<file path="src/rtl/mdio_master_pkg.sv">
package mdio_master_pkg;

    typedef enum logic [2:0] {
        PH_IDLE,
        PH_PRE,
        PH_HDR,
        PH_TA,
        PH_RDAT,
        PH_WDAT,
        PH_TAIL,
        PH_RECOV
    } phase_e;

    localparam int PRE_CYC   = 32;
    localparam int HDR_BITS  = 14;
    localparam int DATA_BITS = 16;
    localparam int WR_BITS   = DATA_BITS + 2;
    localparam int RECOV_CYC = 32;
    localparam int CNT_W     = 6;

endpackage

</file>
<file path="src/rtl/mdio_halfper_timer.sv">
module mdio_halfper_timer #(
    parameter int DIV_W = 8
) (
    input  logic             clk,
    input  logic             rst_n,
    input  logic             load,
    input  logic [DIV_W-1:0] load_val,
    input  logic             run,
    output logic             tick
);
    typedef struct packed {
        logic [DIV_W-1:0] cnt;
        logic [DIV_W-1:0] reload;
    } tmr_t;

    tmr_t tmr_d, tmr_q;

    assign tick = run && (tmr_q.cnt == '0);

    always_comb begin
        tmr_d = tmr_q;
        if (load) begin
            tmr_d.cnt    = load_val;
            tmr_d.reload = load_val;
        end else if (run) begin
            if (tmr_q.cnt == '0) tmr_d.cnt = tmr_q.reload;
            else                 tmr_d.cnt = tmr_q.cnt - 1'b1;
        end
    end

    always_ff @(posedge clk or negedge rst_n) begin
        if (!rst_n) tmr_q <= '0;
        else        tmr_q <= tmr_d;
    end
endmodule

</file>
<file path="src/rtl/mdio_rx_shift.sv">
module mdio_rx_shift #(
    parameter int W = 16
) (
    input  logic         clk,
    input  logic         rst_n,
    input  logic         clear,
    input  logic         shift_en,
    input  logic         bit_in,
    output logic [W-1:0] data
);
    logic [W-1:0] sh_d, sh_q;

    always_comb begin
        sh_d = sh_q;
        if (clear)         sh_d = '0;
        else if (shift_en) sh_d = {sh_q[W-2:0], bit_in};
    end

    always_ff @(posedge clk or negedge rst_n) begin
        if (!rst_n) sh_q <= '0;
        else        sh_q <= sh_d;
    end

    assign data = sh_q;
endmodule

</file>
<file path="src/rtl/mdio_master.sv">
module mdio_master
    import mdio_master_pkg::*;
#(
    parameter int DIV_W = 8
) (
    input  logic             clk,
    input  logic             rst_n,
    input  logic             req_valid,
    input  logic             req_write,
    input  logic [4:0]       req_phy,
    input  logic [4:0]       req_reg,
    input  logic [15:0]      req_wdata,
    input  logic [DIV_W-1:0] div_i,
    output logic             busy,
    output logic             done,
    output logic             err,
    output logic [15:0]      rdata,
    output logic             mdc,
    output logic             mdio_o,
    output logic             mdio_oe,
    input  logic             mdio_i
);
    localparam int TX_W = WR_BITS;

    typedef struct packed {
        phase_e                phase;
        logic                  half;
        logic [CNT_W-1:0]      cnt;
        logic [TX_W-1:0]       tx;
        logic                  wr;
        logic [DATA_BITS-1:0]  wdat;
        logic                  mdc;
        logic                  mdo;
        logic                  mdoe;
        logic                  busy;
        logic                  done;
        logic                  err;
        logic [DATA_BITS-1:0]  rdata;
    } st_t;

    st_t st_d, st_q;

    logic                 accept;
    logic                 tick;
    logic                 rx_clear;
    logic                 rx_shift;
    logic [DATA_BITS-1:0] rx_data;
    logic                 seg_end;
    logic [CNT_W-1:0]     seg_last;

    assign accept = (st_q.phase == PH_IDLE) && req_valid;

    mdio_halfper_timer #(.DIV_W(DIV_W)) u_timer (
        .clk      (clk),
        .rst_n    (rst_n),
        .load     (accept),
        .load_val (div_i),
        .run      (st_q.busy),
        .tick     (tick)
    );

    mdio_rx_shift #(.W(DATA_BITS)) u_rx (
        .clk      (clk),
        .rst_n    (rst_n),
        .clear    (rx_clear),
        .shift_en (rx_shift),
        .bit_in   (mdio_i),
        .data     (rx_data)
    );

    always_comb begin
        case (st_q.phase)
            PH_PRE:   seg_last = CNT_W'(PRE_CYC - 1);
            PH_HDR:   seg_last = CNT_W'(HDR_BITS - 1);
            PH_RDAT:  seg_last = CNT_W'(DATA_BITS - 1);
            PH_WDAT:  seg_last = CNT_W'(WR_BITS - 1);
            PH_RECOV: seg_last = CNT_W'(RECOV_CYC - 1);
            default:  seg_last = '0;
        endcase
    end

    assign seg_end = (st_q.cnt == seg_last);

    always_comb begin
        st_d     = st_q;
        st_d.done = 1'b0;
        rx_clear = 1'b0;
        rx_shift = 1'b0;
        if (st_q.phase == PH_IDLE) begin
            if (req_valid) begin
                st_d.phase = PH_PRE;
                st_d.half  = 1'b0;
                st_d.cnt   = '0;
                st_d.wr    = req_write;
                st_d.wdat  = req_wdata;
                st_d.tx    = {2'b01, (req_write ? 2'b01 : 2'b10), req_phy, req_reg,
                              {(TX_W - HDR_BITS){1'b0}}};
                st_d.mdc   = 1'b0;
                st_d.mdo   = 1'b1;
                st_d.mdoe  = 1'b1;
                st_d.busy  = 1'b1;
                st_d.err   = 1'b0;
                st_d.rdata = '0;
                rx_clear   = 1'b1;
            end
        end else if (tick) begin
            if (!st_q.half) begin
                st_d.mdc  = 1'b1;
                st_d.half = 1'b1;
            end else begin
                st_d.mdc  = 1'b0;
                st_d.half = 1'b0;
                st_d.cnt  = seg_end ? '0 : st_q.cnt + 1'b1;
                case (st_q.phase)
                    PH_PRE: begin
                        if (seg_end) begin
                            st_d.phase = PH_HDR;
                            st_d.mdo   = st_q.tx[TX_W-1];
                        end
                    end
                    PH_HDR: begin
                        st_d.tx = st_q.tx << 1;
                        if (seg_end) begin
                            if (st_q.wr) begin
                                st_d.phase = PH_WDAT;
                                st_d.tx    = {2'b10, st_q.wdat};
                                st_d.mdo   = 1'b1;
                            end else begin
                                st_d.phase = PH_TA;
                                st_d.mdo   = 1'b0;
                                st_d.mdoe  = 1'b0;
                            end
                        end else begin
                            st_d.mdo = st_q.tx[TX_W-2];
                        end
                    end
                    PH_TA: begin
                        st_d.phase = mdio_i ? PH_RECOV : PH_RDAT;
                    end
                    PH_RDAT: begin
                        rx_shift = 1'b1;
                        if (seg_end) st_d.phase = PH_TAIL;
                    end
                    PH_WDAT: begin
                        st_d.tx = st_q.tx << 1;
                        if (seg_end) begin
                            st_d.phase = PH_TAIL;
                            st_d.mdo   = 1'b0;
                            st_d.mdoe  = 1'b0;
                        end else begin
                            st_d.mdo = st_q.tx[TX_W-2];
                        end
                    end
                    PH_TAIL: begin
                        st_d.phase = PH_IDLE;
                        st_d.busy  = 1'b0;
                        st_d.done  = 1'b1;
                        st_d.err   = 1'b0;
                        st_d.rdata = st_q.wr ? '0 : rx_data;
                    end
                    PH_RECOV: begin
                        if (seg_end) begin
                            st_d.phase = PH_IDLE;
                            st_d.busy  = 1'b0;
                            st_d.done  = 1'b1;
                            st_d.err   = 1'b1;
                            st_d.rdata = '0;
                        end
                    end
                    default: st_d.phase = PH_IDLE;
                endcase
            end
        end
    end

    always_ff @(posedge clk or negedge rst_n) begin
        if (!rst_n) st_q <= '0;
        else        st_q <= st_d;
    end

    assign busy    = st_q.busy;
    assign done    = st_q.done;
    assign err     = st_q.err;
    assign rdata   = st_q.rdata;
    assign mdc     = st_q.mdc;
    assign mdio_o  = st_q.mdo;
    assign mdio_oe = st_q.mdoe;
endmodule

</file>
<file path="config.mk">
export PLATFORM = sky130hd
export DESIGN_NAME = mdio_master
export DESIGN_NICKNAME = d
export VERILOG_FILES = /design/src/rtl/mdio_master_pkg.sv /design/src/rtl/mdio_halfper_timer.sv /design/src/rtl/mdio_rx_shift.sv /design/src/rtl/mdio_master.sv
export SDC_FILE = /design/constraint.sdc
export NUM_CORES = 1
export LEC_CHECK = 0
export BUFFER_PORTS_ARGS = -buffer_cell sky130_fd_sc_hd__buf_2
export CAP_MARGIN = 10
export CORE_MARGIN = 3
export CORE_UTILIZATION = 49
export DETAILED_ROUTE_END_ITERATION = 10
export HOLD_SLACK_MARGIN = 0.02
export PLACE_DENSITY = 0.69
export SLEW_MARGIN = 20
export SYNTH_ARGS = -nofsm -noshare
export SYNTH_HDL_FRONTEND = slang
export SYNTH_SLANG_ARGS = --single-unit
</file>
<file path="constraint.sdc">
create_clock -name clk -period 2.5 [get_ports clk]
set_clock_uncertainty 0.1 [all_clocks]
set_input_delay 0.375 -clock clk [delete_from_list [all_inputs] [get_ports clk]]
set_output_delay 0.375 -clock clk [all_outputs]
set_load 0.02 [all_outputs]
</file>
* Word level (Yosys, flattened, before mapping)
Cells that the tools add are included.
** Word-level totals
- Bits in registers :: 99
- Logic and storage cells :: 102
- Input bits :: 39
- Output and inout bits :: 22
** Cells by class
- Mux-type cells :: 48
- Equal/unequal tests :: 15
- Reduce and logical (&&, ||, !) cells :: 21
- $add $sub $neg :: 2
** Operator list (number)
- $mux W28 :: 2
- $mux W49 :: 1
- $mux W16 :: 3
- $pmux W19 S2 :: 1
- $mux W18 :: 2
- $pmux W18 S2 :: 1
- $mux W17 :: 2
- $mux W24 :: 1
- $mux W8 :: 3
- $mux W22 :: 1
- $mux W21 :: 1
- $pmux W5 S4 :: 1
- $mux W19 :: 1
- $mux W3 :: 6
- $mux W1 :: 15
- $ne A3 B3 Y1 const B :: 5
- $pmux W3 S5 :: 1
- $reduce_and A7 Y1 :: 2
- $eq A3 B3 Y1 const B :: 4
- $reduce_and A5 Y1 :: 2
- $logic_not A8 Y1 :: 1
- $reduce_bool A2 Y1 :: 4
- $sub A8 B1 Y8 const B :: 1
- $add A6 B1 Y6 const B :: 1
- 18 further kinds :: 24

* Longest topological paths before layout
Gate-level depths: netlist of run 1.
- Word-level depth :: 9
- Gate-level depth with buffers :: 9
- Depth with buffers taken out :: 8

* Hierarchy
A second synthesis of run 1 with hierarchy kept.
** Second synthesis, totals
- Cells, all modules :: 495
- Area, all modules :: 4981.0 µm²
** By module, submodules not included
- mdio_master :: instances 1, seq. area each 1676.6 µm², cells an instance 360, area each 3452.1 µm²
- mdio_halfper_timer :: instances 1, seq. area each 400.4 µm², cells an instance 83, area each 868.3 µm²
- mdio_rx_shift :: instances 1, seq. area each 400.4 µm², cells an instance 52, area each 660.6 µm²

* Worst setup path before layout of run 1
No wires, ideal clock.
- Path type :: reg2reg
- Start point :: register st_q[66] in the netlist's numbering
- End point :: register st_q[65] in the netlist's numbering
- Arrival :: 2.128 ns
- Cell stages (with the launch flop) :: 9
- Slack :: 0.146 ns
- Required time :: 2.274 ns
- Library setup time :: 0.126 ns
- Period minus slack after synthesis :: 2.354 ns
- Buffers on the path :: 2
- Path through :: dfrtp_1 buf_6 or4_4 a21boi_2 a311oi_2 or3_1 buf_6 o211a_4 o32a_1
** Between the ends
- Longest elaborated chain between the ends :: 6
- Elaborated cells on any way between the ends :: 23
- Classes of those cells :: 12 x eq/ne; 5 x mux; 6 x reduce/logical
** Ends and longest elaborated chain
- from (decl) :: RTL line mdio_master.sv:41 : st_t st_d, st_q;
- from (signal assigned) :: RTL line mdio_master.sv:178 : else st_q <= st_d;
- $eq A3 B3 Y1 / $eq A3 B1 Y1 (equally long branches) :: RTL line mdio_master.sv:72, mdio_master.sv:114
- $reduce_or A2 Y1 (no line)
- $pmux W5 S4 / $pmux W3 S5 (equally long branches) :: RTL line mdio_master.sv:72, mdio_master.sv:114
- $eq A6 B6 Y1 / $mux W3 (equally long branches) :: RTL line mdio_master.sv:82, mdio_master.sv:107
- $ne A3 B3 Y1 (no line), or another cell as far along
- $reduce_and A7 Y1 (no line) / $mux W28 (equally long branches)
Several ways; a longest one is shown, not always the timed one. The select of a mux whose other input is x is not followed.
A chain may end at the register's enable or synchronous reset.

* Worst setup path after layout of run 1
- Start point :: register st_q[66] in the netlist's numbering
- End point :: register st_q[55] in the netlist's numbering
** Between the ends
- Longest elaborated chain between the ends :: 9
- Elaborated cells on any way between the ends :: 19
- Classes of those cells :: 7 x eq/ne; 6 x mux; 6 x reduce/logical
** Ends and longest elaborated chain
- $eq A3 B3 Y1 / $eq A3 B1 Y1 (equally long branches) :: RTL line mdio_master.sv:72 : case (st_q.phase)
- $reduce_or A2 Y1 (no line)
- $pmux W5 S4 :: RTL line mdio_master.sv:72
- $eq A6 B6 Y1 :: RTL line mdio_master.sv:82 : assign seg_end = (st_q.cnt == seg_last);
- $mux W18 :: RTL line mdio_master.sv:123 : if (seg_end) begin
- $pmux W18 S2 :: RTL line mdio_master.sv:114 : case (st_q.phase)
- $mux W24 :: RTL line mdio_master.sv:107 : if (!st_q.half) begin
- $mux W28 :: RTL line mdio_master.sv:106 : end else if (tick) begin
- $mux W28 :: RTL line mdio_master.sv:89 : if (st_q.phase == PH_IDLE) begin
Several ways; a longest one is shown, not always the timed one. The select of a mux whose other input is x is not followed.

==> results of run 1 <==
==> where the power goes <==
| part | switching (W) | leakage, nW | internal [W] |
|---|---|---|---|
| Clock | 0.000609 | 0.105 | 0.000487 |
| Combinational | 0.0000416 | 1.26 | 0.0000261 |
| Sequential | 0 | 1.22 | 0.00160 |
| Total | 0.000651 | 2.58 | 0.00211 |
==> state kept, by name, summed over array words and instances, names as in the netlist <==
signal and flops:
st_q 45, rdata 16, u_rx.data 16, u_timer.tmr_q 16, busy 1, done 1
err 1, mdc 1, mdio_o 1, mdio_oe 1
==> critical path, cell delays in order, from the launching register on <==
cell and delay (ps):
dfrtp_1 390, or4_4 530, a21boi_2 170, a311oi_2 100
nor4_2 370, buf_12 220, o21ai_0 100, mux2_2 260
==> cells in the mapped netlist, types with 2 or more instances <==
library cell,instances
a31oi_1,6
nand2_1,139
a22oi_1,10
buf_1,2
and2_1,3
o21ai_1,11
nand4_1,2
and4_1,3
ha_1,3
o22ai_1,2
a21o_1,2
buf_6,2
a22o_1,18
nor4b_1,2
nor2b_1,4
clkbuf_1,22
nand2b_1,2
xnor2_1,2
nor3_1,8
buf_4,19
o31ai_2,2
o21ai_0,48
nor2_1,22
inv_1,8
buf_2,2
o31ai_1,5
nor4_1,3
dfrtp_1,99
o2bb2ai_1,2
nand3_1,9
or3_1,2
o211ai_1,4
a21oi_1,15
mux2i_1,15
and3_1,2
==> stage by stage <==
step                      util [%]  worst slack (ps)  area [um^2]  total power (W)  hold WS [ps]
after global placement       56.06             154.5         5254         0.001700         357.1
after CTS                    58.46             73.35         5479         0.002800         71.68
final                        58.52             139.3         5484         0.002764         88.36
after global routing         58.52             28.00         5484         0.002882         74.85
after floorplan                  -             145.5         4805         0.001633        -20.59
after detailed placement     56.06             114.8         5254         0.001701         352.1
==> timing repair <==
item                       4_1_cts  5_1_grt
hold buffers                     1        0
resized for setup                0        1
hold endpoints to repair        49        0
setup buffers                    0        0
setup endpoints to repair        0        4
==> path summary, 6_finish.rpt <==
kind	depth (start not counted)	from	endpoint
setup / recovery	7	st_q[66]	st_q[55]
hold / removal	3	req_wdata[10]	st_q[32]
setup reg to reg	7	st_q[66]	st_q[55]
hold reg to reg	2	st_q[41]	st_q[41]
max in group asynchronous	3	rst_n	busy
min in group asynchronous	2	rst_n	u_rx.data[0]
==> metal layers <==
metal | GRT usage [%] | vias to the layer above
met5 | 0 | -
met4 | 8.341 | 0
met3 | 3.397 | 20
met2 | 32.49 | 115
met1 | 26.17 | 1840
li1 | - | 1887
==> cell families (layout without fill, tap and decap cells) <==
logic type | count (synthesis) | after routing | share of synthesized area [%]
and+or+nand+nor | 205 | 205 | 18.44
DFF | 99 | 99 | 51.56
AOI/OAI and AO/OA | 137 | 137 | 19.04
adders and majority gates | 3 | 3 | 0.7813
buffers and inverters | 56 | 111 | 6.458
xor gates and xnor gates | 2 | 2 | 0.3646
muxes | 16 | 16 | 3.359
==> cell type report <==
cell class	instances	area, um^2
clock buffer	9	123.9
sequential	99	2477
clock inverter	7	91.34
tap	129	161.4
inverter	8	30.03
timing repair buffer	87	570.5
fill	851	3887
multi-input combinational	363	2029
==> flow_metrics.py, run 1 <==
metrics = {
    "outcome": {
        "status": "finished, final reports clean",
    },
    "cells_and_area": {
        "final_cell_mix": "nand2_1, dfrtp_1, buf_2",
        "nets": 610,
        "drive_gt1_share_pct": 20.42,
        "final_common_cell": "nand2_1",
        "instances_no_fill": 702,
        "area_growth_pct": 14.14,
        "num_antenna_cells": 0,
    },
    "timing": {
        "fmax_mhz": 423.6,
        "setup_violations": 0,
        "timing.setup.tns_ps": 0,
        "fin_crit_ps": 2361,
        "slew_headroom_pct": 55.90,
        "hold_violations": 0,
        "worstMarginPinSlew_ps": 661.5,
        "rsz0062_at_grt": "no",
        "fin_crit_sh_pct": 94.43,
        "report.final.slew_viol_count": 0,
    },
    "clocking": {
        "cts-htree-levels": 3,
        "ctsLongestPathBuffers": 2,
        "root_buffer": "clkbuf_8",
        "cts_tree": "yes",
        "cts_sinks": 99,
        "insertion_delay_ps": 370,
        "numCtsBuffers": 9,
        "clkTransAtPathRegs_ps": 110,
    },
    "power_and_ir_drop": {
        "powerDensity_nw_per_um2": 504.1,
        "p_leak_nw": 2.585,
        "vdd_drop_max_v": 0.0003357,
    },
    "yosys": {
        "synth.distinct_cells": 53,
        "yosys.area.top_type_share_pct": 51.56,
        "ys_ff_latch": 99,
        "syn-cell-area_um2": 4805,
        "synth_edf_count": 0,
        "synth_area_leader_cell": "dfrtp_1",
        "synth_warnings": 0,
        "yosysSeqAreaShare_pct": 51.56,
        "ys.flop_type": "dfrtp_1",
        "avgSynthCellArea_um2": 9.275,
        "synth_cells": 518,
        "synth_area_leaders": "dfrtp_1, nand2_1, o21ai_0",
        "ys_async_sr_fraction_pct": 100.0,
        "syn_nets": 560,
    },
    "route": {
        "ant_nets": 0,
        "met2_length_mm": 4.969,
        "dr.pass1.iters": 5,
        "wl_met1_mm": 4.604,
        "wl_met3_um": 510,
        "drt_iter0_drc": 201,
        "vias_per_cell": 5.501,
        "drc_errors": 0,
        "routedWlPerCell_um": 14.66,
        "top_layer_used": "met4",
        "vias": 3862,
        "wl_mm": 10.29,
    },
    "hold_path": {
        "hp-class": "primary input to register",
    },
    "placement": {
        "place_inst": 685,
        "hpwl_mm": 7.280,
        "portBuffers": 60,
        "place_congestion": 0.8367,
    },
    "worst_setup_path": {
        "reg2reg_setup_slack_ps": 140,
        "cp.required_ps": 2650,
        "critical_path_class": "register to register",
        "startpoint_type": "register",
        "end_kind": "register",
        "cp_max_fo": 18,
        "cp.arrival_ps": 2510,
    },
    "global_route": {
        "grt_pass1_wl_mm": 18.05,
        "grt_max_degree": 53,
        "grt_pass1_vias": 3809,
        "antenna_found_initial": 0,
        "grt-ovfl-total": 0,
        "track_usage_pct": 19.88,
    },
    "die": {
        "io_pins": 61,
        "die_area_um2": 11030,
        "start_util_pct": 51.27,
        "die_h_um": 105.0,
        "coreArea_um2": 9371,
        "rows": 35,
        "die_x_um": 105.0,
    },
    "job": {
        "max_cap_viol_count": 0,
    },
}
Power figures use the tool's default switching activity.
==> run 2: changes to the inputs <==
--- a/config.mk
+++ b/config.mk
@@ -6,7 +6,7 @@
 export NUM_CORES = 1
 export LEC_CHECK = 0
 export BUFFER_PORTS_ARGS = -buffer_cell sky130_fd_sc_hd__buf_2
-export CAP_MARGIN = 10
+export CAP_MARGIN = 20
 export CORE_MARGIN = 3
 export CORE_UTILIZATION = 49
 export DETAILED_ROUTE_END_ITERATION = 10
==> constraint.sdc (replaced) <==
create_clock -name clk -period 2.5 [get_ports clk]
set_clock_uncertainty 0.1 [all_clocks]
set_input_delay 0.5 -clock clk [delete_from_list [all_inputs] [get_ports clk]]
set_output_delay 0.5 -clock clk [all_outputs]
set_load 0.02 [all_outputs]
==> flow_metrics.py, run 2 (same netlist as run 1, synthesis figures left out) <==
metrics = {
    "outcome": {
        "status": "finished, final reports clean",
    },
    "power_and_ir_drop": {
        "powerDensity_nw_per_um2": 494.0,
        "p_leak_nw": 2.587,
        "vdd_drop_max_v": 0.0002516,
        "p_total_w": 0.002706,
    },
    "worst_setup_path": {
        "crit_chain": "nor2b_1, o21ai_0, a221oi_2, o31ai_2, a31oi_2, buf_12, a22o_1",
        "cp.required_ps": 2700,
        "max_stage_delay_ps": 530,
        "r2r_end": "rdata[1]",
        "path_depth": 7,
        "critPathBufInv": 1,
        "cp-endpoint": "rdata[1]",
        "cpMaxStageDelayCell": "dfrtp_1",
        "end_kind": "register",
        "rr_worst_depth": 7,
        "critPathTopFamily": "compound AO/OA/AOI/OAI gates",
        "startpoint_type": "register",
        "r2r-start": "st_q[64]",
        "cp.arrival_ps": 2560,
        "reg2reg_setup_slack_ps": 140,
        "critical_path_class": "register to register",
        "cp_max_fo": 15,
        "critPathLaunch": "st_q[64]",
    },
    "die": {
        "coreArea_um2": 9371,
        "rows": 35,
        "die_x_um": 105.0,
        "io_pins": 61,
        "die_area_um2": 11030,
        "die_h_um": 105.0,
        "start_util_pct": 51.27,
    },
    "route": {
        "wl_mm": 10.33,
        "vias_per_cell": 5.388,
        "ant_nets": 0,
        "drt_iter0_drc": 218,
        "dr.pass1.iters": 4,
        "drc_errors": 0,
        "vias": 3788,
        "routedWlPerCell_um": 14.69,
    },
    "global_route": {
        "antenna_found_initial": 0,
        "track_usage_pct": 19.45,
        "grt_pass1_vias": 3758,
        "grt_pass1_wl_mm": 17.75,
        "grt_max_degree": 47,
        "grt-ovfl-total": 0,
    },
    "timing": {
        "hold_violations": 0,
        "worstMarginPinSlew_ps": 616.1,
        "report.final.slew_viol_count": 0,
        "setup_violations": 0,
        "fin_crit_sh_pct": 94.23,
        "rsz0062_at_grt": "no",
        "fin_crit_ps": 2356,
        "timing.setup.tns_ps": 0,
        "slew_headroom_pct": 58.61,
        "fmax_mhz": 424.5,
    },
    "placement": {
        "place_congestion": 0.8138,
        "hpwl_mm": 7.221,
        "postPlaceCellArea_um2": 5249,
        "portBuffers": 60,
    },
    "cells_and_area": {
        "register_area_um2": 2477,
        "num_antenna_cells": 0,
        "multi_input_area_um2": 2038,
        "nets": 611,
        "area_growth_pct": 13.98,
        "fillCellCount": 884,
        "drive_gt1_share_pct": 20.56,
        "final_area_um2": 5477,
        "final_common_cell": "nand2_1",
        "final_cell_mix": "nand2_1, dfrtp_1, buf_2",
        "largest_reg_flops": 45,
        "top_register": "st_q",
    },
    "clocking": {
        "numCtsBuffers": 9,
        "insertion_delay_ps": 380,
        "cts-htree-levels": 3,
        "ctsLongestPathBuffers": 2,
        "clkTransAtPathRegs_ps": 120,
        "cts_setup_buffers": 0,
        "root_buffer": "clkbuf_8",
        "cts_tree": "yes",
        "cts_sinks": 99,
    },
    "hold_path": {
        "hp-class": "primary input to register",
    },
    "job": {
        "max_cap_viol_count": 0,
    },
}
==> run 2: metal layers <==
metal	part of all wire, %	GRT usage, %
met1	48	26.45
met2	47	31.21
met3	3.9	3.459
met4	1.1	7.216
met5	0	0
==> run 2: area by class of cell <==
cell class	instances	share of cell area, %
clock buffer	9	2.262
clock inverter	7	1.462
inverter	8	0.5483
multi-input combinational	363	37.22
sequential	99	45.24
tap	129	2.947
timing repair buffer	88	10.33
==> run 2: per-stage QoR <==
step	setup slack [ps]	std cells	util (%)	hold WS [ps]
floorplan	145.5	518	-	104.4
global placement	169.4	686	56.01	361.1
detailed placement	140.2	686	56.01	363.0
CTS	109.4	703	58.29	193.8
global route	6.317	703	58.44	211.5
finish	144.3	703	58.44	204.0
==> run 2: tightest hold or removal path: stages <==
cell and delay (ps):
buf_2 70, nand2_1 40, nand2_1 50
==> run 2: worst min path at each step <==
stage	end	cells after the start	from	slack (ps)
floorplan	busy	0	rst_n	100
global placement	st_q[25]	2	st_q[25]	360
detailed placement	st_q[25]	2	st_q[25]	360
CTS	st_q[36]	3	req_wdata[14]	190
global route	st_q[30]	3	req_wdata[8]	210
finish	st_q[36]	3	req_wdata[14]	200
==> run 2: what timing repair did <==
action                                  in CTS  in global routing
endpoints found under the hold margin       31                  0
resized for setup                            0                  2
endpoints found under the setup margin       0                  2
hold buffers                                 1                  0
==> run 2: report_power, final <==
group	switching, W	leakage, nW	internal, W	total [W]
Combinational	0.0000416	1.27	0.0000272	0.0000688
Clock	0.000639	0.0994	0.000398	0.00104
Sequential	0	1.22	0.00160	0.00160
Total	0.000680	2.59	0.00203	0.00271
